`src/rtl/dcc_pkg.sv`:
```
// Shared types for the DAC clear controller.
// Assumes control bits are levels held stable by an external register file.
package dcc_pkg;

    typedef struct packed {
        logic src_sel;     // 1: clear value, 0: zero code
        logic pin_dis;     // 1: clear pin ignored
        logic hold;        // 1: software action needed to exit
        logic fault_en;    // report analog faults
        logic flag_en;     // report clear state
    } dcc_ctl_t;

endpackage

```
`src/rtl/dcc_sync.sv`:
```
// Multi-stage synchronizer for an asynchronous active-low pin.
// Assumes the pin idles high, so every stage resets to 1.
module dcc_sync #(
    parameter int STAGES = 2
) (
    input  logic clk,
    input  logic rst_n,
    input  logic d_async,
    output logic q_sync
);
    logic [STAGES-1:0] chain;

    generate
        if (STAGES == 1) begin : g_one
            // Single stage: plain register.
            always_ff @(posedge clk) begin
                if (!rst_n) chain <= '1;
                else        chain <= d_async;
            end
        end else begin : g_many
            // Shift the pin through the stage chain.
            always_ff @(posedge clk) begin
                if (!rst_n) chain <= '1;
                else        chain <= {chain[STAGES-2:0], d_async};
            end
        end
    endgenerate

    assign q_sync = chain[STAGES-1];
endmodule

```
`src/rtl/dcc_clear_fsm.sv`:
```
// Latched clear-state tracker with two exit policies.
// Entry: synchronized pin low while the pin is enabled (entry wins over exit).
// Exit (hold=0): pin high or pin disabled. Exit (hold=1): pin high plus a
// code write or load strobe. clr_next is the state the next edge will hold.
module dcc_clear_fsm
    import dcc_pkg::*;
(
    input  logic     clk,
    input  logic     rst_n,
    input  logic     pin_sync,
    input  dcc_ctl_t ctl,
    input  logic     code_wr,
    input  logic     load_n,
    output logic     clr_next,
    output logic     clr_state
);
    logic enter_c;
    logic exit_c;

    // Decide entry and exit conditions for this cycle.
    always_comb begin
        enter_c = !ctl.pin_dis && !pin_sync;
        if (ctl.hold)
            exit_c = pin_sync && (code_wr || !load_n);
        else
            exit_c = pin_sync || ctl.pin_dis;
        clr_next = enter_c || (clr_state && !exit_c);
    end

    // Hold the latched clear state.
    always_ff @(posedge clk) begin
        if (!rst_n) clr_state <= 1'b0;
        else        clr_state <= clr_next;
    end
endmodule

```
`src/rtl/dcc_code_path.sv`:
```
// DAC data register and effective-code selection.
// Assumes writes to either code address load the same register.
module dcc_code_path #(
    parameter int CODE_W = 16
) (
    input  logic              clk,
    input  logic              rst_n,
    input  logic              code_wr,
    input  logic [CODE_W-1:0] wr_data,
    input  logic              clr_next,
    input  logic              src_sel,
    input  logic [CODE_W-1:0] clear_value,
    input  logic [CODE_W-1:0] zero_code,
    output logic [CODE_W-1:0] dac_code
);
    logic [CODE_W-1:0] data_reg;
    logic [CODE_W-1:0] data_next;
    logic [CODE_W-1:0] code_next;

    // Next register value and the code it implies.
    always_comb begin
        data_next = code_wr ? wr_data : data_reg;
        if (clr_next)
            code_next = src_sel ? clear_value : zero_code;
        else
            code_next = data_next;
    end

    // Register the data word and the effective code.
    always_ff @(posedge clk) begin
        if (!rst_n) begin
            data_reg <= '0;
            dac_code <= '0;
        end else begin
            data_reg <= data_next;
            dac_code <= code_next;
        end
    end
endmodule

```
`src/rtl/dcc_fault.sv`:
```
// Registered active-low fault flag merging clear-state and analog faults.
// Assumes raw fault levels are already stable in the clock domain.
module dcc_fault (
    input  logic clk,
    input  logic rst_n,
    input  logic clr_next,
    input  logic flag_en,
    input  logic fault_en,
    input  logic fv_raw,
    input  logic fi_raw,
    output logic fault_n
);
    logic active_c;

    // Combine both fault sources under their enables.
    always_comb begin
        active_c = (flag_en && clr_next) || (fault_en && (fv_raw || fi_raw));
    end

    // Register the released-high output.
    always_ff @(posedge clk) begin
        if (!rst_n) fault_n <= 1'b1;
        else        fault_n <= !active_c;
    end
endmodule

```
`src/rtl/dac_clear_ctrl.sv`:
```
// Top: clear-state and fault control beside a DAC data register.
// Assumes synchronous reset at power-on and level control bits.
module dac_clear_ctrl
    import dcc_pkg::*;
#(
    parameter int          CODE_W     = 16,
    parameter int          ADDR_W     = 8,
    parameter logic [7:0]  DAC_ADDR   = 8'h04,
    parameter logic [7:0]  LOAD_ADDR  = 8'h05,
    parameter int          SYNC_STG   = 2
) (
    input  logic              clk,
    input  logic              rst_n,
    input  logic              clr_pin_n,
    input  logic              load_n,
    input  logic              wr_en,
    input  logic [ADDR_W-1:0] wr_addr,
    input  logic [CODE_W-1:0] wr_data,
    input  logic              clr_src_sel,
    input  logic              pin_disable,
    input  logic              hold_clear,
    input  logic              fault_en,
    input  logic              flag_clear_en,
    input  logic [CODE_W-1:0] clear_value,
    input  logic [CODE_W-1:0] zero_code,
    input  logic              fault_v_raw,
    input  logic              fault_i_raw,
    output logic [CODE_W-1:0] dac_code,
    output logic              clear_status,
    output logic              fault_n
);
    localparam logic [ADDR_W-1:0] A_DAC  = ADDR_W'(DAC_ADDR);
    localparam logic [ADDR_W-1:0] A_LOAD = ADDR_W'(LOAD_ADDR);

    dcc_ctl_t ctl;
    logic     pin_sync;
    logic     code_wr;
    logic     clr_next;

    // Gather control bits and decode code writes.
    always_comb begin
        ctl.src_sel  = clr_src_sel;
        ctl.pin_dis  = pin_disable;
        ctl.hold     = hold_clear;
        ctl.fault_en = fault_en;
        ctl.flag_en  = flag_clear_en;
        code_wr      = wr_en && ((wr_addr == A_DAC) || (wr_addr == A_LOAD));
    end

    dcc_sync #(.STAGES(SYNC_STG)) sync_i (
        .clk     (clk),
        .rst_n   (rst_n),
        .d_async (clr_pin_n),
        .q_sync  (pin_sync)
    );

    dcc_clear_fsm fsm_i (
        .clk       (clk),
        .rst_n     (rst_n),
        .pin_sync  (pin_sync),
        .ctl       (ctl),
        .code_wr   (code_wr),
        .load_n    (load_n),
        .clr_next  (clr_next),
        .clr_state (clear_status)
    );

    dcc_code_path #(.CODE_W(CODE_W)) code_i (
        .clk         (clk),
        .rst_n       (rst_n),
        .code_wr     (code_wr),
        .wr_data     (wr_data),
        .clr_next    (clr_next),
        .src_sel     (ctl.src_sel),
        .clear_value (clear_value),
        .zero_code   (zero_code),
        .dac_code    (dac_code)
    );

    dcc_fault fault_i (
        .clk      (clk),
        .rst_n    (rst_n),
        .clr_next (clr_next),
        .flag_en  (ctl.flag_en),
        .fault_en (ctl.fault_en),
        .fv_raw   (fault_v_raw),
        .fi_raw   (fault_i_raw),
        .fault_n  (fault_n)
    );
endmodule

```
`config.mk`:
```
export PLATFORM = sky130hd
export DESIGN_NAME = dac_clear_ctrl
export DESIGN_NICKNAME = d
export VERILOG_FILES = /design/src/rtl/dcc_pkg.sv /design/src/rtl/dcc_sync.sv /design/src/rtl/dcc_clear_fsm.sv /design/src/rtl/dcc_code_path.sv /design/src/rtl/dcc_fault.sv /design/src/rtl/dac_clear_ctrl.sv
export SDC_FILE = /design/constraint.sdc
export NUM_CORES = 1
export LEC_CHECK = 0
export BUFFER_PORTS_ARGS = -buffer_cell sky130_fd_sc_hd__buf_2
export CORE_MARGIN = 2
export CORE_UTILIZATION = 42
export DETAILED_ROUTE_END_ITERATION = 12
export PLACE_DENSITY = 0.78
export SYNTH_ARGS = -nofsm -noshare
export SYNTH_HDL_FRONTEND = slang
export SYNTH_HIERARCHICAL = 1
export SYNTH_SLANG_ARGS = --single-unit
```
`constraint.sdc`:
```
create_clock -name clk -period 2.2 [get_ports clk]
set_clock_uncertainty 0.05 [all_clocks]
set_input_delay 0.11 -clock clk [delete_from_list [all_inputs] [get_ports clk]]
set_output_delay 0.11 -clock clk [all_outputs]
set_load 0.1 [all_outputs]
```
==> reports/metrics.cfg, run 1 <==
[routing]
drcViolationCount=0
ant_nets=0
viasPerCell=4.78
wl_per_cell_um=12.7
firstDrtPassIters=4
drt_iter0_markers=38
totalWireLength_um=3600
num_vias=1354

[synth]
synth.distinct_cells=22
mappedNetlistArea_um2=1430
ys_warn_count=6
syn_nets=191
synth_edf_count=0
ys_ff_latch=36
synthFlopType=dfxtp_1
avgSynthCellArea_um2=11.7
synth-seq-area-share_pct=50.3
synthCells=123
async_flop_share_pct=0

[final_layout]
final_cell_area_um2=2200
diodes=0
regArea_um2=721
layout_commonest_cell=buf_2
area_growth_syn_to_layout_pct=53.2
multiInputGateArea_um2=632
nets=305
fillers=296
fin_util_pct=66.4
final-instance-count-excl-fill=283
drive_gt1_share_pct=41.8
final_cell_mix=84 x buf_2, 36 x dfxtp_1, 32 x mux2i_1

[place]
dpl-instance-area_um2=1870
place_inst=250
dp_slack_ns=0.362
routabilityCongestion=0.706
portBuffers=84
place_hpwl_um=2260

[cts]
clk_pin_slew_worst_paths_ns=0.10
cts_resized=0
clockBufferDepth=2
htree_num_levels=2
tritoncts=done
cts_buffers=5
clkLatencyLatePin_ns=0.33
cts_sinks=36
root_buffer=clkbuf_4

[worst_setup_path]
crit_slowest_cell=dlygate4sd3_1
r2r_start=fsm_i/clr_state
required_ns=2.38
r2r-end=fault_i/fault_n
worst_setup_path_start_kind=flip-flop
r2r_cells=4
crit_fanout=4
worstPathArrival_ns=1.84
end_kind=flip-flop
max_stage_delay_ns=0.56
worstSetupPathType=reg -> reg
crit_chain=a21boi_2, o21ai_0, a31oi_1, dlygate4sd3_1
r2r_setup_slack_ns=0.54

[timing]
drv_slew=0
max_freq_mhz=602
hold_viol=0
fin_crit_ns=1.66
setup_viol=0
rsz0062_at_grt=no
worst_slack_ns=0.539
fin_setup_tns_ns=0
worstMarginPinSlew_ns=0.491
min_period_over_period_pct=75.5
max_slew_margin_pct=67.3

[die]
die_y_um=62.4
start_util_pct=43.3
fp.coreArea_um2=3310
die_w_um=62.4
io_pins=86
dieArea_um2=3900
rows=21

[global_route]
grt_overflow=0
grt_usage_pct=19.9
grt_first_pass_wirelength_um=5990
antenna_found_initial=0
grt_max_degree=25
grt_pass1_vias=1362

[hold_path]
worstHoldEndpoint=code_i/data_reg[2]
holdCritPathClass=in -> reg
hp-start=wr_data[2]
min_path_cells=3

[flow_run]
maxCapViolCount=0

[power_and_ir_drop]
max-vdd-ir-drop_v=0.000369
powerDensity_nw_per_um2=573
leakagePower_nw=1.00

[outcome]
outcome=finished, final reports clean

how the worst max path moves through the flow:
| stage | start | to | slack [ns] | cells after the start |
|---|---|---|---|---|
| final | fsm_i/clr_state | fault_i/fault_n | 0.54 | 4 |
| after global routing | fsm_i/clr_state | fault_i/fault_n | 0.42 | 4 |
| after CTS | fsm_i/clr_state | fault_i/fault_n | 0.50 | 4 |
| after detailed placement | wr_addr[1] | code_i/dac_code[6] | 0.36 | 8 |
| after global placement | wr_addr[1] | code_i/dac_code[4] | 0.41 | 8 |
| after floorplan | fsm_i/clr_state | code_i/dac_code[10] | 0.22 | 6 |
worst max-delay path, delay by kind of cell, from the launching register on:
family	cells	cell delay, ns
compound gates	3	0.55
flops	1	0.40
buf+inv	1	0.56
Yosys cell counts, types with 2 or more instances:
cell type | number | share of area [%]
buf_6 | 3 | 2.4
mux2i_1 | 32 | 22
nor2b_1 | 16 | 7.0
o22ai_1 | 16 | 7.0
dfxtp_1 | 36 | 50
buf_8 | 2 | 2.1
nand2b_1 | 3 | 1.3
routing by layer:
layer	GRT usage, %	vias to the layer above	wire [µm]
met5	0	-	0
met4	6.67	0	48
met3	7.93	7	315
met2	33.5	69	1690
met1	23.2	604	1540
li1	-	674	-
metrics by stage:
stage,hold slack [ns],total power [W]
floorplan,0.133,0.000779
global placement,0.243,0.000847
detailed placement,0.254,0.000849
CTS,0.000427,0.00127
global route,0.00879,0.00134
finish,0.0126,0.00126
repair_timing:
item                                    4_1_cts  5_1_grt
hold buffers                                 26        0
buffers inserted                              0        0
endpoints found under the setup margin        0        0
hold endpoints to repair                     16        0
cell type report:
cell class	count	share of cell area [%]
clock buffer	7	2.96
inverter	1	0.171
multi-input combinational	78	28.8
sequential	36	32.8
tap	46	2.62
timing repair buffer	115	32.7
power by group:
part           internal [W]  switching, W
registers          0.000660    0.00000277
logic              0.000111      0.000105
clock network      0.000181      0.000200
total              0.000952      0.000308
kinds of logic after synthesis:
kind of cell / synth area share [%]
buf+inv: 5.85
compound gates: 10.4
flops: 50.3
mux: 22.3
simple gates: 11.2
No activity file was read; power rests on OpenSTA's default activity.
==> run 2: changes to the inputs <==
--- a/config.mk
+++ b/config.mk
@@ -7,9 +7,9 @@
 export LEC_CHECK = 0
 export BUFFER_PORTS_ARGS = -buffer_cell sky130_fd_sc_hd__buf_2
 export CORE_MARGIN = 2
-export CORE_UTILIZATION = 42
+export CORE_UTILIZATION = 38
 export DETAILED_ROUTE_END_ITERATION = 12
-export PLACE_DENSITY = 0.78
+export PLACE_DENSITY = 0.74
 export SYNTH_ARGS = -nofsm -noshare
 export SYNTH_HDL_FRONTEND = slang
 export SYNTH_HIERARCHICAL = 1
==> constraint.sdc (replaced) <==
create_clock -name clk -period 1.4 [get_ports clk]
set_clock_uncertainty 0.05 [all_clocks]
set_input_delay 0.07 -clock clk [delete_from_list [all_inputs] [get_ports clk]]
set_output_delay 0.07 -clock clk [all_outputs]
set_load 0.1 [all_outputs]
==> run 2 against run 1 <==
Non-clock buffer count shrank 27. Via count fell by 8.9%. Largest cell class unchanged. Sequential cell count did not move. Critical path depth up 3. Clock power grew to 2.6 times the previous value. Core utilization is 9.8 points lower. Highest routed layer unchanged. Critical path type is now in -> reg.
==> reports/metrics.cfg, run 2 (synthesis gave the netlist of run 1 again) <==
[worst_setup_path]
worstSetupPathType=in -> reg
crit_chain=buf_2, or4_4, nor2_4, nand4b_1, o21ai_2, nand2b_4, o22ai_1
cp_top_family=simple AND/OR/NAND/NOR gates
required_ns=1.56  ; -0.82 ns
end_kind=flip-flop
path_buf_inv=1  ; unchanged
crit_fanout=16  ; +12
max_stage_delay_ns=0.53  ; -0.03 ns
worst_setup_path_start_kind=input port
crit_slowest_cell=or4_4
worstPathArrival_ns=1.51  ; -0.33 ns

[timing]
worstMarginPinSlew_ns=0.490  ; -0.000752 ns
setup_viol=0  ; unchanged
rsz0062_at_grt=yes
fin_crit_ns=1.35
hold_viol=0  ; unchanged
drv_slew=0  ; unchanged
worst_slack_ns=0.0506  ; -0.489 ns
min_period_over_period_pct=96.4
max_slew_margin_pct=67.3  ; about the same
fin_setup_tns_ns=0  ; unchanged
max_freq_mhz=741

[place]
dp_slack_ns=-0.239  ; -0.600 ns
portBuffers=84  ; unchanged
place_inst=249  ; -0.40%
routabilityCongestion=0.667  ; -5.5%
place_hpwl_um=2380  ; +5.1%

[routing]
drt_iter0_markers=46  ; +21%
dr_wl_met2_um=1690  ; about the same
num_vias=1233  ; -8.9%
wl_per_cell_um=12.7  ; -0.20%
drcViolationCount=0  ; unchanged
ant_nets=0  ; unchanged
totalWireLength_um=3290  ; -8.7%
met3WireLength_um=248  ; -21%
wl_met1_um=1300  ; -16%
highest_layer=met4
viasPerCell=4.76  ; -0.50%
firstDrtPassIters=4  ; unchanged

[cts]
clockBufferDepth=2  ; unchanged
root_buffer=clkbuf_8
clkLatencyLatePin_ns=0.28  ; -0.05 ns
htree_num_levels=2  ; unchanged
clk_pin_slew_worst_paths_ns=0.07  ; -0.03 ns
tritoncts=done
cts_sinks=36  ; unchanged
cts_buffers=5  ; unchanged

[power_and_ir_drop]
max-vdd-ir-drop_v=0.000363  ; -1.7%
powerDensity_nw_per_um2=1110  ; +94%
leakagePower_nw=0.939  ; -6.4%

[global_route]
grt_max_degree=25  ; unchanged
antenna_found_initial=0  ; unchanged
grt_overflow=0  ; unchanged
grt_first_pass_wirelength_um=5090  ; -15%
grt_pass1_vias=1162  ; -15%
grt_usage_pct=15.9  ; -4.1 points

[die]
die_w_um=65.4  ; +4.8%
start_util_pct=39.5  ; -3.8 points
die_y_um=65.4  ; +4.8%
dieArea_um2=4280  ; +9.8%
rows=22  ; +4.8%
fp.coreArea_um2=3630  ; +9.8%
io_pins=86  ; unchanged

[final_layout]
nets=278  ; -8.9%
final_cell_mix=84 x buf_2, 35 x dfxtp_1, 32 x mux2i_1
diodes=0  ; unchanged
final-instance-count-excl-fill=259  ; -8.5%
area_growth_syn_to_layout_pct=43.4
multiInputGateArea_um2=661  ; +4.6%
fillers=359  ; +21%
regArea_um2=724  ; +0.52%
fin_util_pct=56.6  ; -9.8 points
layout_commonest_cell=buf_2
drive_gt1_share_pct=48.8  ; +7.0 points

[flow_run]
maxCapViolCount=0  ; unchanged

[hold_path]
holdCritPathClass=in -> reg

[outcome]
outcome=finished, final reports clean

-- run 2: final timing paths --
| check | startpoint | endpoint | slack (ns) | depth (start not counted) |
|---|---|---|---|---|
| worst min-delay path | fault_v_raw | fault_i/fault_n | 0.01 | 3 |
| worst max register to register | fsm_i/clr_state | code_i/dac_code[10] | 0.21 | 4 |
| worst max-delay path | wr_addr[7] | code_i/dac_code[10] | 0.05 | 7 |
| worst min register to register | sync_i/chain[0] | sync_i/chain[1] | 0.36 | 1 |
-- run 2: power by group --
part	internal (W)	total [W]	leakage, nW	switching (W)
Combinational	0.000122	0.000278	0.582	0.000156
Sequential	0.00104	0.00104	0.292	0.00000413
Clock	0.000628	0.000973	0.0645	0.000345
Total	0.00179	0.00229	0.939	0.000505
-- run 2: layout make-up --
cell class / count / area share (%)
flip-flops and latches: 36 / 35.2
multi-input cells: 78 / 32.1
repair buffers: 88 / 23.4
clock buffers: 7 / 4.69
well taps: 48 / 2.92
clock inverters: 1 / 1.46
inverters: 1 / 0.183
-- run 2: metal layers --
layer | GRT usage (%) | up-vias
li1 | - | 617
met1 | 16.5 | 564
met2 | 29.3 | 48
met3 | 4.11 | 4
met4 | 7.81 | 0
met5 | 0 | -
-- run 2: stage by stage --
step	total power [W]	hold slack [ns]	instance area, µm²
after floorplan	0.00123	0.0930	1470
after global placement	0.00133	0.203	1900
after detailed placement	0.00134	0.209	1900
after CTS	0.00232	0.00778	2050
after global routing	0.00238	0.0137	2060
final	0.00229	0.0147	2060
-- run 2: worst min-delay path: cells and delay by family --
family / cells / cell delay, ns
buffers and inverters: 1 / 0.07
AOI/OAI and AO/OA: 2 / 0.16
-- run 2: what timing repair did --
item	4_1_cts	5_1_grt
hold endpoints to repair	2	0
hold buffers	2	0
resized for setup	0	1
setup endpoints to repair	0	6
setup buffers	0	0
==> run 3: changes to the inputs <==
--- a/config.mk
+++ b/config.mk
@@ -7,9 +7,10 @@
 export LEC_CHECK = 0
 export BUFFER_PORTS_ARGS = -buffer_cell sky130_fd_sc_hd__buf_2
 export CORE_MARGIN = 2
-export CORE_UTILIZATION = 38
+export CORE_UTILIZATION = 45
 export DETAILED_ROUTE_END_ITERATION = 12
-export PLACE_DENSITY = 0.74
+export PLACE_DENSITY = 0.83
+export SLEW_MARGIN = 20
 export SYNTH_ARGS = -nofsm -noshare
 export SYNTH_HDL_FRONTEND = slang
 export SYNTH_HIERARCHICAL = 1
==> constraint.sdc (replaced) <==
create_clock -name clk -period 1.7 [get_ports clk]
set_clock_uncertainty 0.05 [all_clocks]
set_input_delay 0.085 -clock clk [delete_from_list [all_inputs] [get_ports clk]]
set_output_delay 0.085 -clock clk [all_outputs]
set_load 0.1 [all_outputs]
==> run 3 against run 2 <==
Worst hold slack lost 0.012 ns. Largest power group unchanged. Die area shrank 15%. Sequential power shrank 18%. Critical path depth grew 1. Global-route usage grew 6.8 points. Highest routed layer unchanged. Sequential cell count is the same. Clock power shrank 49%.
==> reports/metrics.cfg, run 3 (synthesis gave the netlist of run 1 again) <==
[cts]
root_buffer=clkbuf_4
cts_buffers=5  ; unchanged
htree_num_levels=2  ; unchanged
clockBufferDepth=2  ; unchanged
cts_sinks=36  ; unchanged
clk_pin_slew_worst_paths_ns=0.11  ; +0.04 ns
tritoncts=done
clkLatencyLatePin_ns=0.33  ; +0.05 ns

[die]
die_w_um=60.5  ; -7.6%
dieArea_um2=3650  ; -15%
start_util_pct=47.0  ; +7.5 points
fp.coreArea_um2=3050  ; -16%
rows=20  ; -9.1%
io_pins=86  ; unchanged
die_y_um=60.5  ; -7.6%

[timing]
hold_viol=0  ; unchanged
rsz0062_at_grt=no
max_slew_margin_pct=67.7  ; +0.38 points
drv_slew=0  ; unchanged
fin_crit_ns=1.48
setup_viol=0  ; unchanged
min_period_over_period_pct=86.9
max_freq_mhz=677
worstMarginPinSlew_ns=0.484  ; -0.00577 ns
worst_slack_ns=0.223  ; +0.173 ns
hold_ws_ns=0.00279  ; -0.0119 ns

[routing]
num_vias=1392  ; +13%
viasPerCell=4.78  ; +0.48%
firstDrtPassIters=3  ; -1
wl_per_cell_um=13.2  ; +3.9%
ant_nets=0  ; unchanged
totalWireLength_um=3840  ; +17%
drcViolationCount=0  ; unchanged
drt_iter0_markers=16  ; -65%

[outcome]
outcome=finished, final reports clean

[final_layout]
area_growth_syn_to_layout_pct=60.8
fillers=237  ; -34%
diodes=0  ; unchanged
final_cell_mix=84 x buf_2, 35 x dfxtp_1, 35 x dlygate4sd3_1
final_cell_area_um2=2310  ; +12%
fin_util_pct=75.5  ; +19 points
drive_gt1_share_pct=40.9  ; -7.9 points
layout_commonest_cell=buf_2
nets=315  ; +13%

[worst_setup_path]
r2r_setup_slack_ns=0.35  ; +0.14 ns
crit_fanout=7  ; -9
worstPathArrival_ns=1.68  ; +0.17 ns
required_ns=1.91  ; +0.35 ns
worst_setup_path_start_kind=input port
worstSetupPathType=in -> reg
end_kind=flip-flop

[place]
routabilityCongestion=0.665  ; -0.19%
portBuffers=84  ; unchanged
dpl-instance-area_um2=1890  ; -0.66%
dp_slack_ns=-0.114  ; +0.125 ns
place_hpwl_um=2310  ; -2.6%

[power_and_ir_drop]
powerDensity_nw_per_um2=717  ; -36%
p_clk_share_pct=30.0  ; -13 points
power_frac_comb_pct=18.2  ; +6.1 points
leakagePower_nw=1.06  ; +13%
internal_power_w=0.00125  ; -30%
power_frac_seq_pct=51.8  ; +6.4 points
p_sw_share_pct=24.5  ; +2.5 points
max-vdd-ir-drop_v=0.000425  ; +17%
p_switching_w=0.000405  ; -20%
power_w=0.00165  ; -28%

[hold_path]
holdCritPathClass=in -> reg

[flow_run]
maxCapViolCount=0  ; unchanged

[global_route]
grt_pass1_vias=1471  ; +27%
grt_overflow=0  ; unchanged
grt_first_pass_wirelength_um=6070  ; +19%
grt_max_degree=25  ; unchanged
grt_usage_pct=22.6  ; +6.8 points
antenna_found_initial=0  ; unchanged

==> run 3: area by class of cell <==
| class | instances | area (µm²) | share of cell area (%) |
|---|---|---|---|
| Timing Repair Buffer | 125 | 828 | 35.9 |
| Tap cell | 44 | 55.1 | 2.39 |
| Multi-Input combinational cell | 78 | 632 | 27.4 |
| Sequential cell | 36 | 722 | 31.3 |
| Inverter | 1 | 3.75 | 0.163 |
| Clock buffer | 7 | 65.1 | 2.82 |
==> run 3: critical path, cell delays in order <==
cell and delay (ns):
buf_2 0.10, or4_1 0.53, nor2_2 0.14, nand4b_1 0.12, o21ai_0 0.14, nand2b_1 0.19, buf_4 0.18, o22ai_1 0.19
==> run 3: metal layers <==
metal / vias up / GRT usage, % / wire length, µm
li1: 691 / - / -
met1: 621 / 24.9 / 1650
met2: 72 / 40.1 / 1820
met3: 8 / 8.32 / 307
met4: 0 / 8.39 / 63
met5: - / 0 / 0
==> run 3: power by group through the flow <==
stage	Sequential [W]	Clock [W]	Combinational, W
final	0.000857	0.000496	0.000301
after global routing	0.000859	0.000555	0.000322
after CTS	0.000857	0.000507	0.000295
after detailed placement	0.000876	0	0.000224
after global placement	0.000876	0	0.000221
after floorplan	0.000934	0	0.0000749
==> run 3: worst paths after layout <==
kind | from | end | cells after the start
worst min register to register | sync_i/chain[0] | sync_i/chain[1] | 1
worst max register to register | fsm_i/clr_state | code_i/dac_code[0] | 5
worst max-delay path | wr_addr[1] | code_i/dac_code[0] | 8
worst min-delay path | zero_code[6] | code_i/dac_code[6] | 3
==> run 3: metrics by stage <==
step | TNS, ns | cells
global route | 0 | 291
global placement | -0.726 | 249
detailed placement | -1.22 | 249
finish | 0 | 291
floorplan | 0 | 123
CTS | 0 | 291
==> run 3: repair_timing <==
action                                  CTS  global route
hold endpoints to repair                 22             0
hold buffers                             35             0
endpoints found under the setup margin    0             0
gates resized for setup                   0             0
buffers inserted                          0             0
